$ cat config.mk
export PLATFORM = sky130hd
export DESIGN_NAME = irq_outport
export DESIGN_NICKNAME = d
export VERILOG_FILES = /design/src/rtl/irqo_pkg.sv /design/src/rtl/irqo_decode.sv /design/src/rtl/irqo_status.sv /design/src/rtl/irqo_outreg.sv /design/src/rtl/irq_outport.sv
export SDC_FILE = /design/constraint.sdc
export NUM_CORES = 1
export LEC_CHECK = 0
export BUFFER_PORTS_ARGS = -buffer_cell sky130_fd_sc_hd__buf_2
export CORE_MARGIN = 2
export CORE_UTILIZATION = 25
export CTS_BUF_LIST = sky130_fd_sc_hd__clkbuf_4 sky130_fd_sc_hd__clkbuf_8
export DETAILED_ROUTE_END_ITERATION = 7
export PLACE_DENSITY_LB_ADDON = 0.25
export SETUP_SLACK_MARGIN = 0.05
export SLEW_MARGIN = 20
export SYNTH_ARGS = -nofsm -noshare
export SYNTH_HDL_FRONTEND = slang
export SYNTH_SLANG_ARGS = --single-unit
$ cat constraint.sdc
create_clock -name clk -period 1.89 [get_ports clk]
set_input_delay 0.378 -clock clk [delete_from_list [all_inputs] [get_ports clk]]
set_output_delay 0.378 -clock clk [all_outputs]
set_load 0.005 [all_outputs]
$ cat src/rtl/irqo_pkg.sv
package irqo_pkg;
    localparam int DW     = 8;
    localparam int AW     = 4;
    localparam int NUM_CH = 2;

    // status bit positions
    localparam int B_TXA   = 0;
    localparam int B_RXA   = 1;
    localparam int B_BRKA  = 2;
    localparam int B_TMR   = 3;
    localparam int B_TXB   = 4;
    localparam int B_RXB   = 5;
    localparam int B_BRKB  = 6;
    localparam int B_INCHG = 7;

    // bits that carry a live source; the others are tied inactive
    localparam logic [DW-1:0] LIVE_MASK = (DW'(1) << B_TXA) | (DW'(1) << B_RXA) |
                                          (DW'(1) << B_TMR) | (DW'(1) << B_TXB) |
                                          (DW'(1) << B_RXB);

    typedef enum logic [AW-1:0] {
        A_STAT_MASK = 4'd0,
        A_VEC       = 4'd1,
        A_OSET      = 4'd2,
        A_OCLR      = 4'd3,
        A_OCFG      = 4'd4,
        A_CMD_A     = 4'd5,
        A_DAT_A     = 4'd6,
        A_CMD_B     = 4'd7,
        A_DAT_B     = 4'd8
    } reg_sel_e;

    typedef enum logic [1:0] {
        TXC_NONE = 2'b00,
        TXC_ON   = 2'b01,
        TXC_OFF  = 2'b10,
        TXC_RSVD = 2'b11
    } tx_cmd_e;

    typedef struct packed {
        logic              wr_mask;
        logic              wr_vec;
        logic              wr_oset;
        logic              wr_oclr;
        logic              wr_ocfg;
        logic [NUM_CH-1:0] wr_cmd;
        logic [NUM_CH-1:0] wr_dat;
        logic [NUM_CH-1:0] rd_dat;
    } strobe_t;

    function automatic int tx_bit(input int ch);
        return 4 * ch;
    endfunction

    function automatic int rx_bit(input int ch);
        return 4 * ch + 1;
    endfunction
endpackage

$ cat src/rtl/irqo_decode.sv
module irqo_decode
    import irqo_pkg::*;
(
    input  logic              bus_sel,
    input  logic              bus_wr,
    input  logic              bus_rd,
    input  logic [AW-1:0]     bus_addr,
    input  logic [1:0]        cmd_code,
    output strobe_t           strb,
    output logic [NUM_CH-1:0] tx_on,
    output logic [NUM_CH-1:0] tx_off
);
    logic wr_go;
    logic rd_go;

    assign wr_go = bus_sel & bus_wr;
    assign rd_go = bus_sel & bus_rd;

    always_comb begin
        strb = '0;
        unique case (reg_sel_e'(bus_addr))
            A_STAT_MASK: strb.wr_mask   = wr_go;
            A_VEC:       strb.wr_vec    = wr_go;
            A_OSET:      strb.wr_oset   = wr_go;
            A_OCLR:      strb.wr_oclr   = wr_go;
            A_OCFG:      strb.wr_ocfg   = wr_go;
            A_CMD_A:     strb.wr_cmd[0] = wr_go;
            A_DAT_A: begin
                strb.wr_dat[0] = wr_go;
                strb.rd_dat[0] = rd_go;
            end
            A_CMD_B:     strb.wr_cmd[1] = wr_go;
            A_DAT_B: begin
                strb.wr_dat[1] = wr_go;
                strb.rd_dat[1] = rd_go;
            end
            default: ;
        endcase
    end

    for (genvar c = 0; c < NUM_CH; c++) begin : g_cmd
        assign tx_on[c]  = strb.wr_cmd[c] & (tx_cmd_e'(cmd_code) == TXC_ON);
        assign tx_off[c] = strb.wr_cmd[c] & (tx_cmd_e'(cmd_code) == TXC_OFF);
    end
endmodule

$ cat src/rtl/irqo_status.sv
module irqo_status
    import irqo_pkg::*;
(
    input  logic          clk,
    input  logic          rst_n,
    input  logic [DW-1:0] set_vec,
    input  logic [DW-1:0] clr_vec,
    output logic [DW-1:0] stat_q
);
    logic [DW-1:0] stat_d;

    for (genvar i = 0; i < DW; i++) begin : g_bit
        // a set in the same cycle as a clear wins
        assign stat_d[i] = LIVE_MASK[i] & (set_vec[i] | (stat_q[i] & ~clr_vec[i]));

        always_ff @(posedge clk) begin
            if (!rst_n) stat_q[i] <= 1'b0;
            else        stat_q[i] <= stat_d[i];
        end
    end
endmodule

$ cat src/rtl/irqo_outreg.sv
module irqo_outreg
    import irqo_pkg::*;
(
    input  logic          clk,
    input  logic          rst_n,
    input  logic          wr_set,
    input  logic          wr_clr,
    input  logic [DW-1:0] wdata,
    output logic [DW-1:0] out_q
);
    logic [DW-1:0] set_m;
    logic [DW-1:0] clr_m;

    assign set_m = wr_set ? wdata : '0;
    assign clr_m = wr_clr ? wdata : '0;

    always_ff @(posedge clk) begin
        if (!rst_n) out_q <= '0;
        else        out_q <= (out_q | set_m) & ~clr_m;
    end
endmodule

$ cat src/rtl/irq_outport.sv
module irq_outport
    import irqo_pkg::*;
(
    input  logic              clk,
    input  logic              rst_n,
    input  logic              bus_sel,
    input  logic              bus_wr,
    input  logic              bus_rd,
    input  logic [AW-1:0]     bus_addr,
    input  logic [DW-1:0]     bus_wdata,
    output logic [DW-1:0]     bus_rdata,
    input  logic [NUM_CH-1:0] rx_rdy_set,
    input  logic [NUM_CH-1:0] tx_rdy_set,
    input  logic              tmr_set,
    input  logic              tmr_clr,
    output logic              irq_req,
    output logic [DW-1:0]     irq_vec,
    output logic [DW-1:0]     out_port,
    output logic [DW-1:0]     out_cfg
);
    strobe_t           strb;
    logic [NUM_CH-1:0] tx_on;
    logic [NUM_CH-1:0] tx_off;
    logic [DW-1:0]     set_v;
    logic [DW-1:0]     clr_v;
    logic [DW-1:0]     stat_q;
    logic [DW-1:0]     mask_q;
    logic [DW-1:0]     vec_q;
    logic [DW-1:0]     cfg_q;

    irqo_decode u_dec (
        .bus_sel  (bus_sel),
        .bus_wr   (bus_wr),
        .bus_rd   (bus_rd),
        .bus_addr (bus_addr),
        .cmd_code (bus_wdata[3:2]),
        .strb     (strb),
        .tx_on    (tx_on),
        .tx_off   (tx_off)
    );

    always_comb begin
        set_v = '0;
        clr_v = '0;
        for (int c = 0; c < NUM_CH; c++) begin
            set_v[tx_bit(c)] = tx_rdy_set[c] | tx_on[c];
            clr_v[tx_bit(c)] = strb.wr_dat[c] | tx_off[c];
            set_v[rx_bit(c)] = rx_rdy_set[c];
            clr_v[rx_bit(c)] = strb.rd_dat[c];
        end
        set_v[B_TMR] = tmr_set;
        clr_v[B_TMR] = tmr_clr;
    end

    irqo_status u_stat (
        .clk     (clk),
        .rst_n   (rst_n),
        .set_vec (set_v),
        .clr_vec (clr_v),
        .stat_q  (stat_q)
    );

    irqo_outreg u_out (
        .clk    (clk),
        .rst_n  (rst_n),
        .wr_set (strb.wr_oset),
        .wr_clr (strb.wr_oclr),
        .wdata  (bus_wdata),
        .out_q  (out_port)
    );

    always_ff @(posedge clk) begin
        if (!rst_n) begin
            mask_q <= '0;
            vec_q  <= '0;
            cfg_q  <= '0;
        end else begin
            if (strb.wr_mask) mask_q <= bus_wdata;
            if (strb.wr_vec)  vec_q  <= bus_wdata;
            if (strb.wr_ocfg) cfg_q  <= bus_wdata;
        end
    end

    always_comb begin
        bus_rdata = '0;
        if (bus_sel) begin
            unique case (reg_sel_e'(bus_addr))
                A_STAT_MASK:   bus_rdata = stat_q;
                A_VEC:         bus_rdata = vec_q;
                A_OSET, A_OCLR: bus_rdata = out_port;
                A_OCFG:        bus_rdata = cfg_q;
                default:       bus_rdata = '0;
            endcase
        end
    end

    assign irq_req = |(stat_q & mask_q);
    assign irq_vec = vec_q;
    assign out_cfg = cfg_q;
endmodule

==> results of run 1 <==
==> logic make-up after synthesis <==
logic type	after synthesis
AND/OR/NAND/NOR	55
multiplexers	21
AO/OA/AOI/OAI	47
flip-flops	34
buffers and inverters	16
==> path summary, 6_finish.rpt <==
path / from / end / slack [ns] / cells past startpoint
hold / removal: tmr_set / u_stat.stat_q[3] / 0.31 / 3
setup / recovery: bus_addr[1] / bus_rdata[4] / 0.06 / 6
setup reg to reg: u_stat.stat_q[0] / u_stat.stat_q[0] / 0.78 / 4
hold reg to reg: mask_q[1] / mask_q[1] / 0.50 / 2
==> cells in the final DEF, fill, tap and decap left out, types with 3 or more instances in the layout <==
cell       netlist  routed
a2bb2oi_1        3       3
mux2i_1         21      21
dfxtp_1         34      34
a22o_1           5       5
nand2_1          3       3
buf_4            2      16
a222oi_1         6       6
a21oi_1         14      14
nor2b_1          4       4
clkbuf_8         0       6
a32oi_1          3       3
buf_2            2      54
nor2_1          33      33
a211oi_1         8       8
and3_1           3       3
==> metal layers <==
layer | part of all wire, % | global-route usage (%)
met5 | 0 | 0
met4 | 1.1 | 4.62
met3 | 5.9 | 3.83
met2 | 45 | 22.0
met1 | 48 | 20.9
==> state kept, by name, summed over array words and instances, names as in the netlist <==
| name | count |
|---|---|
| irq_vec | 8 |
| mask_q | 5 |
| out_cfg | 8 |
| u_out.out_q | 8 |
| u_stat.stat_q | 5 |
==> layout make-up <==
| type | count | share of cell area [%] |
|---|---|---|
| repair buffers | 73 | 19.8 |
| well taps | 77 | 4.44 |
| inverters | 3 | 0.519 |
| clock inverters | 1 | 0.231 |
| multi-input cells | 123 | 39.5 |
| clock buffers | 7 | 4.15 |
| flip-flops and latches | 34 | 31.4 |
==> tightest hold or removal path, delay by kind of cell <==
kind	cells	cell delay [ns]
AO/OA/AOI/OAI	1	0.03
buffers and inverters	1	0.08
AND/OR/NAND/NOR	1	0.07
==> metrics by stage <==
step                worst slack [ns]  power, mW  cells  utilization [%]
floorplan                      0.230      0.837    173                -
global placement              0.0644      0.916    310             32.7
detailed placement            0.0497      0.915    310             32.7
CTS                           0.0892       1.48    318             34.2
global route                  0.0422       1.53    318             34.3
finish                        0.0566       1.46    318             34.3
==> repair_timing <==
item	CTS	global route
resized for setup	0	3
hold buffers	0	0
endpoints found under the setup margin	0	5
buffers inserted	0	0
endpoints found under the hold margin	0	0
==> power by group through the flow <==
stage / logic (mW) / clock network [mW] / registers [mW]
final: 0.159 / 0.559 / 0.742
after global routing: 0.177 / 0.610 / 0.743
after CTS: 0.159 / 0.579 / 0.741
after floorplan: 0.0843 / 0 / 0.753
after detailed placement: 0.157 / 0 / 0.757
after global placement: 0.159 / 0 / 0.758
==> impl_metrics.ini, run 1 <==
[run_status]
status = completed

[synthesis]
synth_flop_cell = dfxtp_1
synth_area_leaders = dfxtp_1, mux2i_1, nor2_1, a21oi_1, a222oi_1
ys_top_cells_by_count = dfxtp_1, nor2_1, mux2i_1, a21oi_1, a211oi_1
yosys.area_share.adder_pct = 0
synth_compound_area_share_pct = 20.8
synth_area_leader_cell = dfxtp_1
synth-edff-count = 0
synth_top_family_by_area = compound AO/OA/AOI/OAI gates
synth_top_area_share_pct = 41.8
synth_xor_area_share_pct = 0
seq_area_frac_synth_pct = 41.8
ys_ff_latch = 34
yosysMostFrequentCell = dfxtp_1
yosys_warnings = 0
synth_cells = 173
ys_types = 34
synthMuxAreaShare_pct = 12.9
synthArstFlopShare_pct = 0
syn-num-nets = 196
synth_area_mm2 = 0.00163
synth_simple_gate_area_share_pct = 18.7
avgSynthCellArea_um2 = 9.40

[route]
drtPass1Iterations = 4
vias = 1600
vias_per_cell = 5.03
drt_iter0_drc = 137
drtAntennaViolNets = 0
routedWlPerCell_um = 16.2
drc = 0
drt-total-wl_um = 5150

[final_layout]
finalInstanceArea_mm2 = 0.00217
area_growth_syn_to_layout_pct = 33.3
nets = 263
regArea_um2 = 681
nFillCells = 699
multi_input_area_um2 = 856
antenna_cells = 0
drive_above_1_share_pct = 36.1

[sta]
layout_min_cycle_time_ns = 1.83
finalCritPeriodShare_pct = 97.0
worst_slew_pin_slew_ns = 0.431
setup_viol = 0
relSlewSlack_pct = 70.9
drv_slew = 0
whs_ns = 0.306
rsz0062_at_grt = false
skew_ns = 0
finalHoldViolCount = 0
tns_ns = 0
fmax_mhz = 545

[worst_setup_path]
crit_arrival_ns = 1.46
crit_type = in2out
critPathMaxFanout = 5
cp.buffers_inverters = 3
crit_slowest_cell = nor4b_4
crit_path_start_kind = primary input
crit_required_ns = 1.51
crit_family = simple AND/OR/NAND/NOR gates
endpoint_kind = output port
crit_chain = clkbuf_4 -> nor4b_4 -> o21ai_2 -> buf_4 -> nor2_1 -> buf_2
cpPeakStageDelay_ns = 0.34

[place]
numPortBuffers = 55
dpl.hpwl_um = 3770
placed_area_mm2 = 0.00206
gp_congestion = 0.849

[global_route]
grt_pass1_vias = 1584
overflow = 0
track_usage_pct = 14.8
grt_start_max_net_pins = 35
antenna_found_initial = 0
grt_first_pass_wirelength_um = 8260

[clock_tree]
clk_latency_ns = 0.28
htreeDepth = 2
path_clk_slew_ns = 0.06
clock-sinks = 34
cts_buffer_depth = 2
cts_inserted_buffers = 5
clockRootBuffer = clkbuf_8
cts_tree = done

[pwr]
power.internal_mw = 1.10
ir_worst_vdd_mv = 0.306
p_switching_mw = 0.356
p_clk_share_pct = 38.3
seq_power_share_pct = 50.8
p_leak_nw = 0.952
p_comb_share_pct = 10.9
switching_share_pct = 24.4
p_per_area_mw_per_mm2 = 673

[floorplanning]
core_area_mm2 = 0.00631
pin_count = 56
row_count = 29
die-height_um = 84.7
dieArea_mm2 = 0.00717
initial_core_util_pct = 25.8
fp.dieW_um = 84.7

[flow_run]
max_cap_viol_count = 0

[worst_hold_path]
hold_class = in2reg
Power figures use the tool's default switching activity.
==> inputs of run 2 (changes only) <==
--- a/config.mk
+++ b/config.mk
@@ -12,4 +12,5 @@
 export DETAILED_ROUTE_END_ITERATION = 7
 export PLACE_DENSITY_LB_ADDON = 0.25
+export REMOVE_ABC_BUFFERS = 1
 export SETUP_SLACK_MARGIN = 0.05
 export SLEW_MARGIN = 20
==> constraint.sdc (replaced) <==
create_clock -name clk -period 1.89 [get_ports clk]
set_input_delay 0.378 -clock clk [delete_from_list [all_inputs] [get_ports clk]]
set_output_delay 0.378 -clock clk [all_outputs]
set_load 0.02 [all_outputs]
==> run 2 against run 1 <==
Effect of this change: cell count up 2.5%; sequential share of layout area down 1.1 points; via count up 1.1%; sequential power about the same; clock power up 3.9%; core utilization up 1.4 points; clock-buffer cell count down 1; register-to-register slack better by 0.07 ns; die area unchanged; sequential cell count unchanged; largest cell class unchanged.
==> impl_metrics.ini, run 2 (synthesized netlist as in run 1, its figures left out) <==
[sta]
relSlewSlack_pct = 70.9
drv_slew = 0
tns_ns = 0
setup_viol = 0
fmax_mhz = 557
rsz0062_at_grt = true
layout_min_cycle_time_ns = 1.80
finalHoldViolCount = 0
worst_slew_pin_slew_ns = 0.430
finalCritPeriodShare_pct = 95.1
skew_ns = 0

[clock_tree]
clockRootBuffer = clkbuf_8
postCtsSetupBuffers = 0
clk_latency_ns = 0.29
cts_inserted_buffers = 5
path_clk_slew_ns = 0.07
cts_hold_buffers = 0
clock-sinks = 34
cts_tree = done
htreeDepth = 2
cts_buffer_depth = 2

[floorplanning]
dieArea_mm2 = 0.00717
pin_count = 56
die-height_um = 84.7
core_area_mm2 = 0.00631
fp.dieW_um = 84.7
row_count = 29
initial_core_util_pct = 25.8

[global_route]
track_usage_pct = 15.0
overflow = 0
grt_pass1_vias = 1557
grt_start_max_net_pins = 35
antenna_found_initial = 0
grt_first_pass_wirelength_um = 8270

[route]
drc = 0
drtPass1Iterations = 4
vias = 1617
drt-total-wl_um = 5230
routedWlPerCell_um = 16.0
vias_per_cell = 4.96
wl_met2_um = 2290
wl_met3_um = 333
drtAntennaViolNets = 0
drt_iter0_drc = 115
m1WireLength_um = 2540
top_layer = met4

[final_layout]
fin_cells = 326
nets = 271
final_common_cell = buf_2
finalInstanceArea_mm2 = 0.00225
final_cell_mix = buf_2, dfxtp_1, nor2_1, buf_4, mux2i_1
drive_above_1_share_pct = 38.6
post-route-util_pct = 35.7
area_growth_syn_to_layout_pct = 38.6
antenna_cells = 0

[place]
numPortBuffers = 55
gp_congestion = 0.823
placed_area_mm2 = 0.00211
dpl.hpwl_um = 3890
dpl.cell_count = 318

[flow_run]
max_cap_viol_count = 0

[pwr]
p_per_area_mw_per_mm2 = 664
power.total_mw = 1.50
ir_worst_vdd_mv = 0.246
p_leak_nw = 0.994

[worst_hold_path]
hold_class = in2reg

[worst_setup_path]
crit_chain = clkbuf_4 -> nor4b_4 -> buf_4 -> a222oi_1 -> nor2_2 -> buf_4
crit_required_ns = 1.51
crit_arrival_ns = 1.42
crit_path_start_kind = primary input
cp.buffers_inverters = 3
critPathMaxFanout = 6
crit_family = buffers and inverters
r2r_slack_ns = 0.85
cpPeakStageDelay_ns = 0.38
crit_type = in2out
cp_common_cell = buf_4
crit_slowest_cell = a222oi_1
endpoint_kind = output port

[run_status]
status = completed
[run 2: final timing paths]
check                    from               end  cells past startpoint
max               bus_addr[3]      bus_rdata[3]                      6
min                   tmr_set  u_stat.stat_q[3]                      3
max reg2reg  u_stat.stat_q[0]  u_stat.stat_q[0]                      4
min reg2reg         mask_q[3]         mask_q[3]                      2
[run 2: per-stage QoR]
stage / hold WS (ns) / setup slack [ns]
6_report: 0.293 / 0.0932
5_1_grt: 0.293 / 0.0218
4_1_cts: 0.287 / 0.0559
3_5_place_dp: 0.489 / 0.0116
3_3_place_gp: 0.481 / 0.0151
2_1_floorplan: 0.462 / 0.218
[run 2: tightest hold or removal path: cells and delay by family]
kind	cells	cell delay (ns)
simple gates	1	0.07
buf+inv	1	0.07
compound gates	1	0.03
[run 2: final cells by class]
| class | instances | area, um2 |
|---|---|---|
| clock inverters | 2 | 12.5 |
| clock buffers | 6 | 82.6 |
| inverters | 3 | 11.3 |
| multi-input cells | 123 | 860 |
| repair buffers | 81 | 510 |
| fillers | 696 | 4060 |
| flip-flops and latches | 34 | 682 |
| well taps | 77 | 96.3 |
[run 2: per-layer routing]
metal	track usage (%)	vias to the layer above
li1	-	794
met1	20.9	763
met2	22.3	54
met3	4.42	6
met4	4.76	0
met5	0	-
[run 2: repair_timing]
item	CTS	global route
pin swaps	0	2
resized for setup	3	14
cloned	0	0
setup endpoints to repair	3	7
[run 2: power breakdown]
part | total (mW) | switching (mW) | leakage [nW] | internal (mW)
Sequential | 0.740 | 0.0116 | 0.276 | 0.728
Combinational | 0.177 | 0.0990 | 0.671 | 0.0782
Clock | 0.581 | 0.288 | 0.0472 | 0.293
==> inputs of run 3 (changes only) <==
- CORE_MARGIN: 2 -> not set
- RECOVER_POWER: not set -> 100
==> run 3 against run 2 <==
Effect of this change: wire length decreased by 1.4%; cell count decreased by 0.31%; combinational power decreased by 3%; critical path depth unchanged; clock power decreased by 2%; register-to-register slack got worse by 0.03 ns; sequential power about the same; final area decreased by 2.5%; sequential share of layout area increased by 0.72 points; global-route usage increased by 1.1 points; first-iteration DRC count increased by 3.5%; total power decreased by 1.2%; critical path type unchanged; critical endpoint is now bus_rdata[1]; largest power group unchanged; highest routed layer unchanged.
==> impl_metrics.ini, run 3 (synthesized netlist as in run 1, its figures left out) <==
[pwr]
power.internal_mw = 1.11
ir_worst_vdd_mv = 0.265
p_switching_mw = 0.369
seq_power_share_pct = 50.0
p_per_area_mw_per_mm2 = 673
p_comb_share_pct = 11.6
switching_share_pct = 24.9
p_clk_share_pct = 38.4
p_leak_nw = 0.844

[floorplanning]
dieArea_mm2 = 0.00683
core_area_mm2 = 0.00631
row_count = 29
initial_core_util_pct = 25.8
pin_count = 56
fp.dieW_um = 82.7
die-height_um = 82.7

[clock_tree]
cts_buffer_depth = 2
cts_inserted_buffers = 5
clk_latency_ns = 0.29
clock-sinks = 34
cts_tree = done
cts_hold_buffers = 0
htreeDepth = 2
path_clk_slew_ns = 0.06
clockRootBuffer = clkbuf_8

[worst_setup_path]
reg2reg_to = u_stat.stat_q[0]
crit_arrival_ns = 1.43
crit_type = in2out
r2r_slack_ns = 0.82
crit_start = bus_addr[2]
r2r-start = u_stat.stat_q[0]
worst-r2r-cell-count = 4
critPathMaxFanout = 5
crit_path_start_kind = primary input
cp-endpoint = bus_rdata[1]
endpoint_kind = output port
crit_required_ns = 1.51

[global_route]
grt_start_max_net_pins = 35
track_usage_pct = 16.1
grt_pass1_vias = 1488
antenna_found_initial = 0
overflow = 0
grt_first_pass_wirelength_um = 7850

[sta]
skew_ns = 0
whs_ns = 0.299
finalHoldViolCount = 0
drv_slew = 0
rsz0062_at_grt = true
worst_slew_pin_slew_ns = 0.743
tns_ns = 0
relSlewSlack_pct = 50.4
finalCritPeriodShare_pct = 95.7
layout_min_cycle_time_ns = 1.81
fmax_mhz = 553
setup_viol = 0

[worst_hold_path]
hold_class = in2reg

[route]
routedWlPerCell_um = 15.9
drtPass1Iterations = 5
drt-total-wl_um = 5160
drc = 0
drtAntennaViolNets = 0
vias_per_cell = 5.07
drt_iter0_drc = 119
vias = 1649

[run_status]
status = completed

[final_layout]
final_cell_mix = dfxtp_1, clkbuf_1, nor2_1, mux2i_1, buf_2
nets = 270
antenna_cells = 0
drive_above_1_share_pct = 26.2
area_growth_syn_to_layout_pct = 35.2
finalInstanceArea_mm2 = 0.00220
fin_cells = 325

[place]
dpl.hpwl_um = 3840
dpl.cell_count = 316
gp_congestion = 0.855
numPortBuffers = 55
placed_area_mm2 = 0.00210

[flow_run]
max_cap_viol_count = 0
==> run 3: changes by cell type in the layout (fill, tap and decap cells not counted), moves of 2 or more <==
cell	previous run	this run
buf_4	27	16
o21ai_1	2	0
clkbuf_2	0	5
buf_2	48	18
nor2_1	32	28
nor2_2	2	7
clkbuf_1	0	34
==> run 3: worst min path at each step <==
stage | from | end | slack, ns | depth (start not counted)
finish | tmr_set | u_stat.stat_q[3] | 0.30 | 3
global route | bus_wdata[7] | u_out.out_q[7] | 0.31 | 2
CTS | tmr_set | u_stat.stat_q[3] | 0.29 | 3
detailed placement | mask_q[3] | mask_q[3] | 0.49 | 2
global placement | mask_q[3] | mask_q[3] | 0.48 | 2
floorplan | mask_q[4] | mask_q[4] | 0.46 | 2
==> run 3: layout make-up <==
cell class | instances | area (um2)
clock inverter | 1 | 5.00
inverter | 3 | 11.3
multi-input combinational | 123 | 868
sequential | 34 | 681
fill | 713 | 4120
tap | 77 | 96.3
clock buffer | 7 | 90.1
timing repair buffer | 80 | 447
==> run 3: per-stage QoR <==
step                worst slack [ns]  utilization (%)  total power [mW]
floorplan                      0.218                -             0.816
global placement              0.0105             33.2             0.921
detailed placement           -0.0137             33.2             0.920
CTS                           0.0573             35.4              1.50
global route                  0.0171             34.8              1.55
finish                        0.0804             34.8              1.48
==> run 3: what timing repair did <==
action                                  in CTS  in global routing
buffers inserted                             0                  1
endpoints found under the setup margin       8                  7
resized for setup                           16                  9
pin swaps                                    3                  5
==> run 3: worst max-delay path, cell delays in order <==
cell and delay (ns):
clkbuf_4 0.15, nor4b_4 0.15, buf_4 0.14, a222oi_1 0.37, nor2_2 0.08, buf_4 0.16
==> run 3: power groups by stage <==
stage / clock network [mW] / registers, mW / logic [mW]
after floorplan: 0 / 0.757 / 0.0585
after global placement: 0 / 0.756 / 0.164
after detailed placement: 0 / 0.756 / 0.164
after CTS: 0.594 / 0.740 / 0.170
after global routing: 0.625 / 0.741 / 0.186
final: 0.568 / 0.740 / 0.171
==> run 3: metal layers <==
metal  global-route usage (%)  vias to the layer above  routed length [um]
met1                     22.4                      799                2480
li1                         -                      792                   -
met4                     4.66                        0                  21
met5                        0                        -                   0
met2                     24.2                       56                2370
met3                     4.29                        2                 282
